### config.mk
export PLATFORM = sky130hd
export DESIGN_NAME = vcmpi_seq
export DESIGN_NICKNAME = d
export VERILOG_FILES = /design/src/rtl/vcmpi_pkg.sv /design/src/rtl/vcmpi_idx_gen.sv /design/src/rtl/vcmpi_cmp_stage.sv /design/src/rtl/vcmpi_seq.sv
export SDC_FILE = /design/constraint.sdc
export NUM_CORES = 1
export LEC_CHECK = 0
export ABC_AREA = 1
export BUFFER_PORTS_ARGS = -buffer_cell sky130_fd_sc_hd__buf_4
export CORE_ASPECT_RATIO = 0.5
export CORE_UTILIZATION = 45
export DETAILED_ROUTE_END_ITERATION = 8
export GPL_TIMING_DRIVEN = 0
export PLACE_DENSITY_LB_ADDON = 0.12
export RECOVER_POWER = 100
export SYNTH_ARGS = -nofsm -noshare
export SYNTH_HDL_FRONTEND = slang
export SYNTH_SLANG_ARGS = --single-unit
### constraint.sdc
create_clock -name clk -period 4.2 [get_ports clk]
set_input_delay 0.84 -clock clk [delete_from_list [all_inputs] [get_ports clk]]
set_output_delay 0.84 -clock clk [all_outputs]
set_load 0.005 [all_outputs]
### src/rtl/vcmpi_pkg.sv
package vcmpi_pkg;

    localparam int CMP_W = 64;

    typedef enum logic [0:0] {
        ST_IDLE = 1'b0,
        ST_RUN  = 1'b1
    } seq_state_e;

    typedef struct packed {
        logic lt;
        logic gt;
        logic eq;
    } crf_t;

    function automatic crf_t cmp3(input logic signed [CMP_W-1:0] a,
                                  input logic signed [CMP_W-1:0] b);
        crf_t r;
        r.lt = (a < b);
        r.gt = (a > b);
        r.eq = (a == b);
        return r;
    endfunction

endpackage

### src/rtl/vcmpi_idx_gen.sv
module vcmpi_idx_gen #(
    parameter int AW = 5
) (
    input  logic          clk,
    input  logic          rst,
    input  logic          load_i,
    input  logic [AW-1:0] base_i,
    input  logic          vec_i,
    input  logic          step_i,
    output logic [AW-1:0] idx_o,
    output logic          vec_o
);
    logic [AW-1:0] idx_q;
    logic          vec_q;

    always_ff @(posedge clk) begin
        if (rst) begin
            idx_q <= '0;
            vec_q <= 1'b0;
        end else if (load_i) begin
            idx_q <= base_i;
            vec_q <= vec_i;
        end else if (step_i && vec_q) begin
            idx_q <= idx_q + 1'b1;
        end
    end

    assign idx_o = idx_q;
    assign vec_o = vec_q;
endmodule

### src/rtl/vcmpi_cmp_stage.sv
module vcmpi_cmp_stage import vcmpi_pkg::*; #(
    parameter int DATA_W = 16,
    parameter int IMM_W  = 8,
    parameter int CRF_AW = 3
) (
    input  logic              clk,
    input  logic              rst,
    input  logic              issue_i,
    input  logic              last_i,
    input  logic [CRF_AW-1:0] dst_i,
    input  logic [IMM_W-1:0]  imm_i,
    input  logic [DATA_W-1:0] rd_data_i,
    output logic              wr_en_o,
    output logic [CRF_AW-1:0] wr_addr_o,
    output logic [2:0]        wr_field_o,
    output logic              fin_o
);
    logic              s_v_q;
    logic              s_last_q;
    logic [CRF_AW-1:0] s_dst_q;
    logic signed [CMP_W-1:0] a_ext;
    logic signed [CMP_W-1:0] b_ext;
    crf_t              field;

    always_ff @(posedge clk) begin
        if (rst) begin
            s_v_q    <= 1'b0;
            s_last_q <= 1'b0;
            s_dst_q  <= '0;
        end else begin
            s_v_q    <= issue_i;
            s_last_q <= issue_i && last_i;
            if (issue_i) s_dst_q <= dst_i;
        end
    end

    always_comb begin
        a_ext = {{(CMP_W-DATA_W){rd_data_i[DATA_W-1]}}, rd_data_i};
        b_ext = {{(CMP_W-IMM_W){imm_i[IMM_W-1]}}, imm_i};
        field = cmp3(a_ext, b_ext);
    end

    assign wr_en_o    = s_v_q;
    assign wr_addr_o  = s_dst_q;
    assign wr_field_o = field;
    assign fin_o      = s_v_q && s_last_q;
endmodule

### src/rtl/vcmpi_seq.sv
module vcmpi_seq import vcmpi_pkg::*; #(
    parameter int DATA_W = 16,
    parameter int IMM_W  = 8,
    parameter int REG_AW = 5,
    parameter int CRF_AW = 3,
    parameter int VL_W   = 4
) (
    input  logic              clk,
    input  logic              rst,
    input  logic              start_i,
    output logic              ready_o,
    input  logic [REG_AW-1:0] src_base_i,
    input  logic [CRF_AW-1:0] dst_base_i,
    input  logic [IMM_W-1:0]  imm_i,
    input  logic [VL_W-1:0]   vl_i,
    input  logic              src_vec_i,
    input  logic              dst_vec_i,
    output logic              rd_en_o,
    output logic [REG_AW-1:0] rd_addr_o,
    input  logic [DATA_W-1:0] rd_data_i,
    output logic              wr_en_o,
    output logic [CRF_AW-1:0] wr_addr_o,
    output logic [2:0]        wr_field_o,
    output logic              done_o
);
    localparam logic [VL_W-1:0] VL_ONE = VL_W'(1);

    seq_state_e        state_q;
    logic [VL_W-1:0]   vl_q;
    logic [VL_W-1:0]   cnt_q;
    logic [IMM_W-1:0]  imm_q;
    logic              done_q;
    logic              accept;
    logic              issue;
    logic              last;
    logic              fin;
    logic              src_vec_q;
    logic              dst_vec_q;
    logic [REG_AW-1:0] src_idx;
    logic [CRF_AW-1:0] dst_idx;

    assign ready_o = (state_q == ST_IDLE) && !wr_en_o;
    assign accept  = start_i && ready_o;
    assign issue   = (state_q == ST_RUN);
    assign last    = (cnt_q == (vl_q - VL_ONE));

    always_ff @(posedge clk) begin
        if (rst) begin
            state_q <= ST_IDLE;
            vl_q    <= '0;
            cnt_q   <= '0;
            imm_q   <= '0;
            done_q  <= 1'b0;
        end else begin
            done_q <= fin || (accept && (vl_i == '0));
            if (accept) begin
                vl_q  <= vl_i;
                imm_q <= imm_i;
                cnt_q <= '0;
                if (vl_i != '0) state_q <= ST_RUN;
            end else if (issue) begin
                cnt_q <= cnt_q + VL_ONE;
                if (last) state_q <= ST_IDLE;
            end
        end
    end

    vcmpi_idx_gen #(.AW(REG_AW)) src_gen_i (
        .clk    (clk),
        .rst    (rst),
        .load_i (accept),
        .base_i (src_base_i),
        .vec_i  (src_vec_i),
        .step_i (issue),
        .idx_o  (src_idx),
        .vec_o  (src_vec_q)
    );

    vcmpi_idx_gen #(.AW(CRF_AW)) dst_gen_i (
        .clk    (clk),
        .rst    (rst),
        .load_i (accept),
        .base_i (dst_base_i),
        .vec_i  (dst_vec_i),
        .step_i (issue),
        .idx_o  (dst_idx),
        .vec_o  (dst_vec_q)
    );

    vcmpi_cmp_stage #(.DATA_W(DATA_W), .IMM_W(IMM_W), .CRF_AW(CRF_AW)) cmp_i (
        .clk        (clk),
        .rst        (rst),
        .issue_i    (issue),
        .last_i     (last),
        .dst_i      (dst_idx),
        .imm_i      (imm_q),
        .rd_data_i  (rd_data_i),
        .wr_en_o    (wr_en_o),
        .wr_addr_o  (wr_addr_o),
        .wr_field_o (wr_field_o),
        .fin_o      (fin)
    );

    assign rd_en_o   = issue;
    assign rd_addr_o = src_idx;
    assign done_o    = done_q;
endmodule

* Yosys cells after proc, flatten, opt, wreduce, memory -nomap -nowiden
Index checks and enable logic that the tools add are counted.
** Word-level totals
- Input bits :: 41
- Memory bits (writable) :: 0
- Logic and storage cells :: 44
- Bits in latches :: 0
- Output and inout bits :: 15
- ROM bits :: 0
- Memories kept :: 0
- Register bits :: 33
** Operators by class
- Bitwise logic cells :: 1
- Shift operators :: 0
- Add/sub/neg operators :: 4
- Magnitude comparators :: 2
- Multiply operators :: 0
- Eq/ne operators :: 3
- Muxes and demuxes :: 8
- Div/mod/pow operators :: 0
- Reductions and logical operators :: 14
** Operators with widths (count)
- $eq A16 B8 Y1 :: 1
- $gt A16 B8 Y1 :: 1
- $lt A16 B8 Y1 :: 1
- $mux W5 :: 2
- $logic_and A1 B1 Y1 :: 7
- $mux W3 :: 2
- $add A5 B1 Y5 const B :: 1
- $add A4 B1 Y4 const B :: 1
- $eq A4 B4 Y1 :: 1
- $logic_not A4 Y1 :: 1
- $mux W1 :: 4
- $reduce_bool A2 Y1 :: 2
- $reduce_bool A4 Y1 :: 1
- $sub A4 B1 Y4 const B :: 1
- $add A3 B1 Y3 const B :: 1
- $ne A2 B1 Y1 const B :: 1
- $reduce_or A2 Y1 :: 1
- $logic_not A1 Y1 :: 1
- $logic_or A1 B1 Y1 :: 1
- $not A1 Y1 :: 1

* Logic depth before layout (Yosys ltp)
Gate-level depths: netlist (run 1).
- Word-level depth :: 5
- Mapped depth :: 14
- Depth with buffers taken out :: 14

* By module
Synthesis (run 1) repeated with hierarchy kept, for this count alone.
** Unflattened totals
- Cell total of the unflattened synthesis :: 285
- Area, all modules :: 2028.2 µm²
** Modules (own cells, without submodules)
- vcmpi_seq :: area each 850.8 µm², cells each 110, sequential area each 360.3 µm², times used 1
- vcmpi_cmp_stage :: area each 584.3 µm², cells each 89, sequential area each 100.1 µm², times used 1
- vcmpi_idx_gen at src_gen_i :: area each 357.8 µm², cells each 53, sequential area each 120.1 µm², times used 1
- vcmpi_idx_gen at dst_gen_i :: area each 235.2 µm², cells each 33, sequential area each 80.1 µm², times used 1

* Worst setup path before layout (run 1)
No wires, ideal clock.
- Kind :: input port to output port
- From :: in rd_data_i[15]
- To :: out wr_field_o[1]
- Path buffers :: 0
- Required time :: 3.360 ns
- Arrival time :: 1.797 ns
- Path slack :: 1.563 ns
- Cell stages on the path :: 8
- Path through :: ha_1 -> a21oi_1 -> o21ai_0 -> a21oi_1 -> nand2_1 -> nand2_1 -> nand2_1 -> nor2_1
** Between the ends
- Longest elaborated chain between the ends :: 1
** RTL lines
- start, declared :: line vcmpi_seq.sv:20 : input logic [DATA_W-1:0] rd_data_i,
- $gt A16 B8 Y1 :: line vcmpi_pkg.sv:20 : r.gt = (a > b);
- end, declared :: line vcmpi_seq.sv:23 : output logic [2:0] wr_field_o,
Every way passes these cells.

* Worst setup path after layout (run 1)
Ends and elaborated chain as after synthesis.

==> results of run 1 <==
how the worst min path moves through the flow:
| stage | startpoint | endpoint | cells past startpoint |
|---|---|---|---|
| after floorplan | imm_q[1] | imm_q[1] | 2 |
| after global placement | imm_q[1] | imm_q[1] | 2 |
| after detailed placement | imm_q[5] | imm_q[5] | 2 |
| after CTS | imm_q[5] | imm_q[5] | 2 |
| after global routing | imm_q[3] | imm_q[3] | 2 |
| final | imm_q[4] | imm_q[4] | 2 |
synthesized netlist by cell type, types with 3 or more instances:
cell / number / area share
sky130_fd_sc_hd__a31oi_1: 5 / 0.017
sky130_fd_sc_hd__inv_1: 25 / 0.051
sky130_fd_sc_hd__nor2_1: 29 / 0.059
sky130_fd_sc_hd__nand2_1: 49 / 0.10
sky130_fd_sc_hd__ha_1: 20 / 0.14
sky130_fd_sc_hd__nor3_1: 5 / 0.014
sky130_fd_sc_hd__xnor2_1: 4 / 0.019
sky130_fd_sc_hd__dfxtp_1: 33 / 0.36
sky130_fd_sc_hd__o21ai_0: 22 / 0.060
sky130_fd_sc_hd__nand3_1: 8 / 0.022
sky130_fd_sc_hd__buf_6: 3 / 0.018
sky130_fd_sc_hd__a21oi_1: 22 / 0.060
kinds of logic after synthesis:
group / synth area share
and+or+nand+nor: 0.235
AOI/OAI and AO/OA: 0.157
buffers and inverters: 0.0843
DFF: 0.359
adders and majority gates: 0.136
xor gates and xnor gates: 0.0286
state kept, by name (all words and copies together), names as in the netlist:
name	count
cmp_i.wr_en_o	1
done_o	1
vl_q	4
cnt_q	4
src_gen_i.vec_o	1
cmp_i.s_last_q	1
cmp_i.wr_addr_o	3
dst_gen_i.idx_o	3
rd_en_o	1
dst_gen_i.vec_o	1
src_gen_i.idx_o	5
imm_q	8
final cells by class:
cell class                      instances  area (sq um)
Inverter                               26          97.6
Clock buffer                            6          72.6
Clock inverter                          2          10.0
Tap cell                               51          63.8
Buffer                                  8          48.8
Timing Repair Buffer                   55           413
Sequential cell                        33           661
Fill cell                             360          1290
Multi-Input combinational cell        180          1010
through the flow:
step,utilization,cell area (sq um),worst slack [ps],cells
floorplan,-,1840,1560,247
global placement,0.633,2320,1330,353
detailed placement,0.633,2320,1290,353
CTS,0.655,2400,1280,361
global route,0.649,2370,1130,361
finish,0.649,2370,1270,361
tightest hold or removal path, stage by stage, from the launching register on:
cell	delay, ps
sky130_fd_sc_hd__dfxtp_1	300
sky130_fd_sc_hd__inv_1	60
sky130_fd_sc_hd__a21oi_1	50
report_power, final:
group | switching, uW | internal, uW
logic | 104 | 103
registers | 20.5 | 339
clock network | 118 | 115
per-layer routing:
metal / track usage / wire length (microns) / up-vias
met5: 0 / 0 / -
met3: 0.0485 / 266 / 7
li1: - / - / 944
met1: 0.249 / 1980 / 772
met2: 0.382 / 1910 / 50
met4: 0.100 / 65 / 0
==> impl_metrics.yaml, run 1 <==
floorplan:
  chipWidth_microns: 92.4
  coreArea_sq_um: 3660
  fp.dieArea_sq_um: 4360
  core.rowCount: 15
  initial_utilization: 0.503
  ioPinCount: 56
  die_y_microns: 47.2
cts:
  worst_skew_pair.late_latency_ps: 290
  cts_resized: 0
  clkSlewWorstSetupHoldPaths_ps: 60
  clockBufferDepth: 2
  cts-root-buf: "sky130_fd_sc_hd__clkbuf_8"
  postCtsSetupRepairBufs: 0
  inserted_clock_buffers: 5
  cts_hold_buffers: 0
  clock-sinks: 33
  cts_max_level: 2
  tritoncts_clock_tree: "built"
grt:
  first_global_vias: 1536
  antenna_found_initial: 0
  grt_pass1_wl_microns: 6780
  globalRouteTotalUtil: 0.210
  grt_max_degree: 11
  grt.overflow.total: 0
worst_setup_path:
  timing.rr.end: "dst_gen_i.idx_o[0]"
  slowest_delay_ps: 330
  cp_max_fo: 4
  cp.buffers_inverters: 2
  path_common_cell: "sky130_fd_sc_hd__nand2_1"
  critical_path.startpoint_type: "input pin"
  timing.reg2reg.worst_path_depth: 8
  setup.reg_to_reg.worst_slack_ps: 2520
  endpoint_kind: "output pin"
  worst_setup_path_startpoint: "rd_data_i[15]"
  capturing_element_of_the_worst_setup_path: "wr_field_o[1]"
  cp_slowest_cell: "sky130_fd_sc_hd__ha_1"
  worst-setup-path-type: "in -> out"
  worst_path_top_cell_family_by_delay: "compound AO/OA/AOI/OAI gates"
  worstPathCellList: "buf_4 > ha_1 > a21oi_1 > o21ai_0 > a21oi_1 > nand2_1 > nand2_1 > nand2_1 > nor2_1 > clkbuf_4"
  data_required_time_of_the_worst_path_ps: 3360
  crit_cells: 10
  worstReg2RegStart: "rd_en_o"
  cp.arrival_ps: 2090
logic_synthesis:
  ys.warnings.count: 0
  synth_sequential_area_ratio: 0.359
  synth_enable_flop_cells: 0
  netlist_instances: 247
  synthesis.area_sq_um: 1840
  unique_cell_type_count_in_the_yosys_netlist: 31
  postSynthAreaPerCell_sq_um: 7.45
  synth_fp_nets: 308
  synth_async_sr_flop_share: 0
  yosys_register_bits: 33
  synth_ff_type: "sky130_fd_sc_hd__dfxtp_1"
routing:
  post-route-drc-count: 0
  detail_route.iter0.violations: 64
  final_antenna_net_count: 0
  routed_wire_length_per_instance_microns: 11.7
  route.final.wire_length_microns: 4220
  detail_route.first_pass.iterations: 4
  num_vias: 1773
  vias_per_std_cell: 4.91
sta:
  layout_worst_path_cycle_share: 0.698
  fin_crit_ps: 2930
  setup-violations-final: 0
  highest_attainable_clock_frequency_ghz: 0.341
  worstMarginPinSlew_ps: 519
  fin_setup_tns_ps: 0
  max-slew-margin-rel: 0.654
  hold_viol_final: 0
  final_count_of_pins_violating_max_slew: 0
  rsz0062_at_grt: "false"
  skew_ps: 6.08
  worst_hold_slack_ps: 460
placed_design:
  io_buffers: 55
  dpl.hpwl_microns: 3300
  globalplace.congestion: 0.813
finish:
  fraction_of_final_layout_cells_with_drive_strength_greater_than_1: 0.216
  mostFrequentLayoutCell: "sky130_fd_sc_hd__nand2_1"
  most_frequent_cells_in_the_layout: "sky130_fd_sc_hd__nand2_1 (50), sky130_fd_sc_hd__buf_4 (39), sky130_fd_sc_hd__dfxtp_1 (33), sky130_fd_sc_hd__nor2_1 (29), sky130_fd_sc_hd__inv_1 (25)"
  diodes: 0
  area_delta_synth_final_pct: 29.0
  final_net_count: 370
power_and_ir_drop:
  power_per_cell_area_nw_per_um2: 337
  power.total_uw: 799
  cellLeakagePower_uw: 0.00114
  peak_ir_drop_on_the_vdd_network_v: 0.000187
min_path:
  hp-class: "reg -> reg"
run:
  cap_viol_max_count: 0
outcome:
  result_of_the_run: "finished, final reports clean"
Power figures use the tool's default switching activity.
==> inputs of run 2 (changes only) <==
- clock period: 4.2 -> 2.75 ns (I/O delays scaled with it)
==> run 2 against run 1 <==
Compared with the run above: sequential power up 52%; sequential share of layout area up 0.31 points; hold slack about the same; critical path depth unchanged; design area down 1.1%; combinational power up 49%; worst setup slack worse by 1100 ps.
==> impl_metrics.yaml, run 2 (synthesis results as in run 1) <==
finish:
  fraction_of_final_layout_cells_with_drive_strength_greater_than_1: 0.206
  area_delta_synth_final_pct: 27.6
  most_frequent_cells_in_the_layout: "sky130_fd_sc_hd__nand2_1 (50), sky130_fd_sc_hd__buf_4 (40), sky130_fd_sc_hd__dfxtp_1 (33), sky130_fd_sc_hd__nor2_1 (30), sky130_fd_sc_hd__inv_1 (25)"
  largest_reg_flops: 8
  final_net_count: 370
  layout.cells.non_filler: 361
  diodes: 0
  registers.top_by_ff_count: "imm_q"
  postLayoutCoreUtil: 0.641
  mostFrequentLayoutCell: "sky130_fd_sc_hd__nand2_1"
worst_setup_path:
  setup.reg_to_reg.worst_slack_ps: 900
  path_common_cell: "sky130_fd_sc_hd__nand2_1"
  critical_path.startpoint_type: "register"
  endpoint_kind: "output pin"
  slowest_delay_ps: 340
  data_required_time_of_the_worst_path_ps: 2200
  worst-setup-path-type: "reg -> out"
  cp.arrival_ps: 1990
  cp_max_fo: 10
  cp_slowest_cell: "sky130_fd_sc_hd__ha_1"
  worstPathCellList: "inv_1 > ha_1 > a21oi_1 > o21ai_0 > a21oi_1 > nand2_1 > nand2_1 > nand2_1 > nor2_1 > clkbuf_4"
sta:
  setup-violations-final: 0
  fin_crit_ps: 2540
  final_count_of_pins_violating_max_slew: 0
  layout_worst_path_cycle_share: 0.922
  worstMarginPinSlew_ps: 516
  skew_ps: 5.45
  highest_attainable_clock_frequency_ghz: 0.394
  max-slew-margin-rel: 0.656
  hold_viol_final: 0
  fin_setup_tns_ps: 0
  rsz0062_at_grt: "false"
power_and_ir_drop:
  cellLeakagePower_uw: 0.00113
  peak_ir_drop_on_the_vdd_network_v: 0.000286
  power_per_cell_area_nw_per_um2: 518
floorplan:
  ioPinCount: 56
  core.rowCount: 15
  die_y_microns: 47.2
  initial_utilization: 0.503
  coreArea_sq_um: 3660
  fp.dieArea_sq_um: 4360
  chipWidth_microns: 92.4
cts:
  clockBufferDepth: 2
  clkSlewWorstSetupHoldPaths_ps: 60
  tritoncts_clock_tree: "built"
  postCtsSetupRepairBufs: 0
  inserted_clock_buffers: 5
  cts-root-buf: "sky130_fd_sc_hd__clkbuf_8"
  cts_resized: 0
  clock-sinks: 33
  cts_max_level: 2
  cts_hold_buffers: 0
  worst_skew_pair.late_latency_ps: 290
placed_design:
  globalplace.congestion: 0.813
  dpl.hpwl_microns: 3300
  placed_cells: 353
  io_buffers: 55
grt:
  globalRouteTotalUtil: 0.210
  grt.met1_usage: 0.249
  grt_pass1_wl_microns: 6780
  grt.overflow.total: 0
  antenna_found_initial: 0
  first_global_vias: 1536
  grt.busiest_layer: "met2"
  use_met3: 0.0485
  grtUsageMet2: 0.382
  grt_max_degree: 11
routing:
  route.final.wire_length_microns: 4250
  final_antenna_net_count: 0
  post-route-drc-count: 0
  vias_per_std_cell: 4.89
  detail_route.first_pass.iterations: 4
  detail_route.iter0.violations: 71
  num_vias: 1766
  routed_wire_length_per_instance_microns: 11.8
min_path:
  hp-class: "reg -> reg"
run:
  cap_viol_max_count: 0
outcome:
  result_of_the_run: "finished, final reports clean"
-- run 2: cell types whose count changed in the layout (fill, tap and decap cells not counted), sizes merged --
| cell | delta |
|---|---|
| buf | +1 |
| clkbuf | -1 |
| clkinv | -1 |
| inv | +1 |
-- run 2: per-stage QoR --
| step | worst slack, ps | total power [uW] | hold slack (ps) | instance area, sq um |
|---|---|---|---|---|
| global route | 19.7 | 1290 | 489 | 2350 |
| detailed placement | 417 | 886 | 455 | 2320 |
| finish | 214 | 1220 | 460 | 2350 |
| floorplan | 693 | 756 | 433 | 1840 |
| CTS | 212 | 1240 | 464 | 2400 |
| global placement | 457 | 874 | 447 | 2320 |
-- run 2: area by class of cell --
class	instances	area (sq um)
multi-input combinational	180	1000
clock inverter	2	10.0
fill	367	1310
timing repair buffer	55	413
tap	51	63.8
buffer	8	30.0
sequential	33	661
clock buffer	6	72.6
inverter	26	97.6
-- run 2: path summary, 6_finish.rpt --
kind | to | cells past startpoint | startpoint
setup reg to reg | vl_q[1] | 5 | rd_en_o
setup / recovery | wr_field_o[1] | 10 | imm_q[7]
hold reg to reg | imm_q[4] | 2 | imm_q[4]
hold / removal | imm_q[4] | 2 | imm_q[4]
-- run 2: metal layers --
metal | share of wire | vias to the layer above
met5 | 0 | -
met4 | 0.015 | 0
met3 | 0.056 | 7
met2 | 0.45 | 44
met1 | 0.48 | 775
li1 | - | 940
-- run 2: power by group --
group,internal [uW],switching (uW),total (uW)
sequential,518,30.1,548
combinational,150,159,309
clock,175,182,357
total,843,372,1220
-- run 2: critical path, delay by kind of cell, from the launching register on --
kind            cells  cell delay, ps
buf+inv             2             390
compound gates      3             390
fa+ha+maj           1             340
flops               1             300
simple gates        4             280
